### src/rtl/evt_net_pkg.sv
package evt_net_pkg;

  localparam int DEF_N_PROC = 2;
  localparam int DEF_N_EVT  = 4;
  localparam int DEF_N_ST   = 4;
  localparam int DEF_SORT_W = 3;
  localparam int DEF_MT_W   = 1 << DEF_SORT_W;
  localparam int DEF_G_W    = DEF_N_PROC * DEF_N_ST * DEF_N_ST * DEF_MT_W;

  function automatic int gidx(input int p, input int cur, input int nxt, input int m);
    return ((p * DEF_N_ST + cur) * DEF_N_ST + nxt) * DEF_MT_W + m;
  endfunction

  // Guard table for the default two-process network
  function automatic logic [DEF_G_W-1:0] default_guards();
    logic [DEF_G_W-1:0] g;
    g = '0;
    // process 0 (sort a,b,c)
    g[gidx(0, 0, 0, 0)] = 1'b1;
    g[gidx(0, 0, 1, 5)] = 1'b1;
    g[gidx(0, 0, 2, 2)] = 1'b1;
    g[gidx(0, 1, 1, 0)] = 1'b1;
    g[gidx(0, 1, 1, 2)] = 1'b1;
    g[gidx(0, 1, 2, 1)] = 1'b1;
    g[gidx(0, 2, 2, 0)] = 1'b1;
    g[gidx(0, 2, 3, 3)] = 1'b1;
    g[gidx(0, 3, 3, 0)] = 1'b1;
    g[gidx(0, 3, 3, 4)] = 1'b1;
    g[gidx(0, 3, 1, 1)] = 1'b1;
    // process 1 (sort c,d)
    g[gidx(1, 0, 0, 0)] = 1'b1;
    g[gidx(1, 0, 1, 1)] = 1'b1;
    g[gidx(1, 0, 2, 2)] = 1'b1;
    g[gidx(1, 1, 1, 0)] = 1'b1;
    g[gidx(1, 1, 0, 2)] = 1'b1;
    g[gidx(1, 1, 0, 3)] = 1'b1;
    g[gidx(1, 1, 2, 3)] = 1'b1;
    g[gidx(1, 2, 2, 0)] = 1'b1;
    g[gidx(1, 2, 0, 1)] = 1'b1;
    return g;
  endfunction

endpackage

### src/rtl/evt_minterm_dec.sv
module evt_minterm_dec #(
  parameter int N_EVT  = 4,
  parameter int SORT_W = 3,
  parameter logic [N_EVT-1:0] MASK = '1,
  localparam int MT_W  = 1 << SORT_W
) (
  input  logic [N_EVT-1:0] evt,
  output logic [MT_W-1:0]  mt
);

  logic [SORT_W-1:0] packed_idx;

  // compact the events of the sort, lowest wire first
  always_comb begin
    int k;
    packed_idx = '0;
    k = 0;
    for (int e = 0; e < N_EVT; e++) begin
      if (MASK[e] && (k < SORT_W)) begin
        packed_idx[k] = evt[e];
        k = k + 1;
      end
    end
  end

  always_comb begin
    mt = '0;
    mt[packed_idx] = 1'b1;
  end

endmodule

### src/rtl/evt_proc.sv
module evt_proc #(
  parameter int N_ST = 4,
  parameter int MT_W = 8,
  parameter logic [N_ST*N_ST*MT_W-1:0] GUARD = '0,
  parameter logic [N_ST-1:0] INIT = 1
) (
  input  logic            clk,
  input  logic            rst,
  input  logic [MT_W-1:0] mt,
  input  logic            sync,
  output logic            req,
  output logic [N_ST-1:0] state
);

  logic [N_ST-1:0] hit [N_ST];
  logic [N_ST-1:0] sel;
  logic [N_ST-1:0] sel_pri;

  // requesters: guard of arc (cur -> nxt) qualified by the current-state bit
  for (genvar c = 0; c < N_ST; c++) begin : g_cur
    for (genvar n = 0; n < N_ST; n++) begin : g_nxt
      assign hit[c][n] = state[c] & (|(GUARD[(c*N_ST+n)*MT_W +: MT_W] & mt));
    end
  end

  // next-state selects
  always_comb begin
    sel = '0;
    for (int c = 0; c < N_ST; c++) sel = sel | hit[c];
  end

  // lowest-numbered target wins
  always_comb begin
    sel_pri = '0;
    for (int n = N_ST - 1; n >= 0; n--) begin
      if (sel[n]) sel_pri = '0;
      if (sel[n]) sel_pri[n] = 1'b1;
    end
  end

  assign req = |sel;

  always_ff @(posedge clk) begin
    if (rst)              state <= INIT;
    else if (sync && req) state <= sel_pri;
  end

endmodule

### src/rtl/evt_sync.sv
module evt_sync #(
  parameter int N_PROC = 2
) (
  input  logic [N_PROC-1:0] req,
  output logic              sync
);

  assign sync = &req;

endmodule

### src/rtl/evt_fsm_net.sv
module evt_fsm_net #(
  parameter int N_PROC = evt_net_pkg::DEF_N_PROC,
  parameter int N_EVT  = evt_net_pkg::DEF_N_EVT,
  parameter int N_ST   = evt_net_pkg::DEF_N_ST,
  parameter int SORT_W = evt_net_pkg::DEF_SORT_W,
  parameter logic [N_PROC*N_EVT-1:0] SORT_MASK = 8'b1100_0111,
  parameter logic [N_PROC*N_ST-1:0]  INIT_ST   = 8'b0001_0001,
  parameter logic [N_PROC*N_ST*N_ST*(1<<SORT_W)-1:0] GUARDS = evt_net_pkg::default_guards(),
  localparam int MT_W = 1 << SORT_W,
  localparam int PG_W = N_ST * N_ST * MT_W
) (
  input  logic                   clk,
  input  logic                   rst,
  input  logic [N_EVT-1:0]       evt_in,
  output logic [N_PROC*N_ST-1:0] state_out,
  output logic [N_PROC-1:0]      req_out,
  output logic                   sync_out
);

  logic [MT_W-1:0] mt [N_PROC];

  for (genvar p = 0; p < N_PROC; p++) begin : g_proc
    evt_minterm_dec #(
      .N_EVT (N_EVT),
      .SORT_W(SORT_W),
      .MASK  (SORT_MASK[p*N_EVT +: N_EVT])
    ) u_dec (
      .evt(evt_in),
      .mt (mt[p])
    );

    evt_proc #(
      .N_ST (N_ST),
      .MT_W (MT_W),
      .GUARD(GUARDS[p*PG_W +: PG_W]),
      .INIT (INIT_ST[p*N_ST +: N_ST])
    ) u_proc (
      .clk  (clk),
      .rst  (rst),
      .mt   (mt[p]),
      .sync (sync_out),
      .req  (req_out[p]),
      .state(state_out[p*N_ST +: N_ST])
    );
  end

  evt_sync #(.N_PROC(N_PROC)) u_sync (
    .req (req_out),
    .sync(sync_out)
  );

endmodule

### config.mk
export PLATFORM = sky130hd
export DESIGN_NAME = evt_fsm_net
export DESIGN_NICKNAME = d
export VERILOG_FILES = /design/src/rtl/evt_net_pkg.sv /design/src/rtl/evt_minterm_dec.sv /design/src/rtl/evt_proc.sv /design/src/rtl/evt_sync.sv /design/src/rtl/evt_fsm_net.sv
export SDC_FILE = /design/constraint.sdc
export NUM_CORES = 1
export LEC_CHECK = 0
export BUFFER_PORTS_ARGS = -buffer_cell sky130_fd_sc_hd__buf_2
export CAP_MARGIN = 10
export CORE_AREA = 3 3 42 44
export CTS_CLUSTER_SIZE = 16
export DETAILED_ROUTE_END_ITERATION = 8
export DIE_AREA = 0 0 45 47
export PLACE_DENSITY_LB_ADDON = 0.15
export RECOVER_POWER = 50
export SLEW_MARGIN = 10
export SYNTH_ARGS = -nofsm -noshare
export SYNTH_HDL_FRONTEND = slang
export SYNTH_SLANG_ARGS = --single-unit
### constraint.sdc
create_clock -name clk -period 1.32 [get_ports clk]
set_input_delay 0.198 -clock clk [delete_from_list [all_inputs] [get_ports clk]]
set_output_delay 0.198 -clock clk [all_outputs]
set_load 0.05 [all_outputs]
==> impl_results.md <==
- Outcome: finished with violations
- Violated checks: negative setup slack
- Max FFs per register: 7
- Hold Vio Cnt, Final: 0
- Regs by FF count: g_proc.u_proc.state (7)
- RSZ-0062 raised after global routing: yes
- 1st-iter DRT viols: 11
- Area grow syn2layout: 81.6%
- Final Cell Area: 1110 µm²
- Fin crit period: roughly 1800 ps
- Initial Util: between 40% and 50%
- Main flop type after synthesis: dfxtp_1
- WP data arrival: around 1600 ps
- Setup ws final: -472 ps
- ANT cells: 0
- Pin count of the biggest net entering global routing: 10
- CTS Buffer Depth: 2
- HPWL Detailed: 1450 µm
- Core area: around 1500 µm²
- Via count: between 700 and 800
- Worst skew pair latency: 260 ps
- Reg clk slew, reported paths: around 50 ps
- Layout cells sized above 1: between 60% and 70%
- Final setup viols: 10
- Post-Syn Area: between 600 and 700 µm²
- Worst r2r dst: g_proc[1].u_proc.state[1]
- Cts bufs inserted: 3
- Power Dens Cells: 1220 nW/µm²
- Synth warn: 0
- Final #Nets: 130
- Vias in the first global route: between 700 and 800
- CP Class: reg2out
- Wirelength per Cell: roughly 16 µm
- DIE WIDTH: about 45 µm
- DRT Wirelength: roughly 2200 µm
- Placement row count: 14
- F_max: about 560 MHz
- Initial antenna violation count: 0
- DIE AREA: 2120 µm²
- Post-Synthesis Cells: 74
- Antenna Nets Post-Route: 0
- Fill cells: 120
- Hold endpoint: g_proc[0].u_proc.state[1]
- Reg2Reg Depth: 6
- GRT Util Overall: a little over a fifth
- Hold depth: 3
- Layout Utilization: between 70% and 80%
- Die Height: approximately 47 µm
- EDFF count, synth: 0
- Slew Limit Fails: 0
- Sequential element share of the synthesized area: between 20% and 30%
- Leak: about 0.00049 µW
- Wire length of the first global-routing pass: about 3300 µm
- Gr ovfl total: 0
- I/O pin count: 17
- Required time worst endpoint: between 1000 and 1500 ps
- Worst Path Max Fanout: 3
- Startpoint types: flip-flop
- Worst r2r src: g_proc[0].u_proc.state[1]
- Sink Count: 7
- CTS Hold Buffers Added: 0
- Min Hold Slack: ~270 ps
- R2R Setup Slk: -340 ps
- H-tree Lvls: 1
- Biggest register: g_proc.u_proc.state
- # port buffers: 15
- Placer Congestion: slightly above 0.8
- Flops & latches, synth: 7
- DRC viols: 0
- Peak supply drop: 0.842 mV
- Async set-reset flop share out of synthesis: 0%
- Syn nets: 80
- DR pass1 iterations: 4
- Clock Skews: 4.67 ps
- CTS tree: built
- Cell variety after synth: 40
- Tcrit/Tclk final: 136%
- Synthesized area per cell: 8.28 µm²
- Clock Tree Root: clkbuf_4
- CP Capture Type: output port
- Via/cell ratio: about 5.5
- Post-DP Area: between 900 and 1000 µm²
- Hold path start: rst
- Hold WC Path Type: in2reg
- Max-Cap Viols: 0
-- logic make-up (layout without fill, tap and decap cells) --
group	after synthesis	after routing	synth area share (%)
compound gates	30	30	42.7
simple gates	26	26	23.9
buf+inv	9	58	7.55
flops	7	7	22.9
other cells	1	1	0.612
mux	1	1	2.45
-- cell usage after synthesis (all sizes together) (2+ instances only) --
cell type  number  area (µm²)
nand2b          4        25.0
a311oi          2        23.8
nor2b           2        15.0
a211oi          2        15.0
nand3           2        10.0
a21oi           6        30.0
o21ai           4        20.0
nor3            3        15.0
o22a            2        17.5
a31oi           3        33.8
nor2            8        40.0
nand2           3        11.3
a21o            2        15.0
inv             4        15.0
a32oi           2        36.3
buf             5        31.3
dfxtp           7         140
-- per-layer routing --
layer | vias up | part of all wire, % | track usage, %
li1 | 379 | - | -
met1 | 357 | 38 | 23.7
met2 | 23 | 57 | 42.1
met3 | 5 | 3.0 | 1.15
met4 | 0 | 1.8 | 12.3
met5 | - | 0 | 0
-- what timing repair did --
action,in CTS,in global routing
setup endpoints to repair,10,10
gates resized for setup,9,4
setup buffers,7,2
pin swaps,10,3
-- how the worst max path moves through the flow --
| stage | cells past startpoint | to | start |
|---|---|---|---|
| finish | 6 | req_out[0] | g_proc[0].u_proc.state[1] |
| global route | 6 | req_out[0] | g_proc[0].u_proc.state[2] |
| detailed placement | 7 | req_out[0] | evt_in[0] |
| CTS | 6 | req_out[0] | g_proc[0].u_proc.state[2] |
| global placement | 7 | req_out[0] | evt_in[0] |
| floorplan | 6 | req_out[0] | g_proc[0].u_proc.state[2] |
-- critical path, stage by stage, from the launching register on --
cell and delay [ps]:
dfxtp_4 350, mux2_4 270, a32oi_4 220, o211ai_4 120, nor2_4 160, inv_2 70
buf_8 150
-- layout by cell type (no fill, tap or decap), types with 2 or more instances in the layout --
master and instances:
a21o_1 2, a21oi_1 5, a31oi_4 2, buf_2 9, buf_4 32, buf_6 3, buf_8 2, clkbuf_2 3
clkbuf_4 3, dfxtp_2 3, dfxtp_4 4, inv_1 2, inv_2 2, nand2_1 3, nand2b_1 3, nand3_1 2
nor2_1 6, nor2_4 2, o21ai_0 2, o22a_1 2
-- where the power goes --
part | total, µW | switching (µW) | leakage, µW | internal [µW]
registers | 299 | 49.9 | 0.0000603 | 249
logic | 851 | 477 | 0.000412 | 373
clock network | 210 | 94.1 | 0.0000150 | 116
-- stage by stage --
stage / instances / worst slack [ps] / total power (µW) / TNS [ps]
final: 139 / -472 / 1360 / -2360
after global routing: 139 / -523 / 1420 / -2940
after CTS: 137 / -457 / 1290 / -2240
after detailed placement: 126 / -334 / 972 / -2330
after global placement: 126 / -316 / 966 / -2160
after floorplan: 74 / -279 / 783 / -1350
-- area by class of cell --
type / instances / area (µm²) / area share [%]
Multi-Input combinational cell: 58 / 509 / 45.7
Timing Repair Buffer: 50 / 384 / 34.5
Inverter: 4 / 15.0 / 1.35
Sequential cell: 7 / 159 / 14.3
Tap cell: 16 / 20.0 / 1.80
Clock buffer: 4 / 26.3 / 2.36
Power figures use the tool's default switching activity.
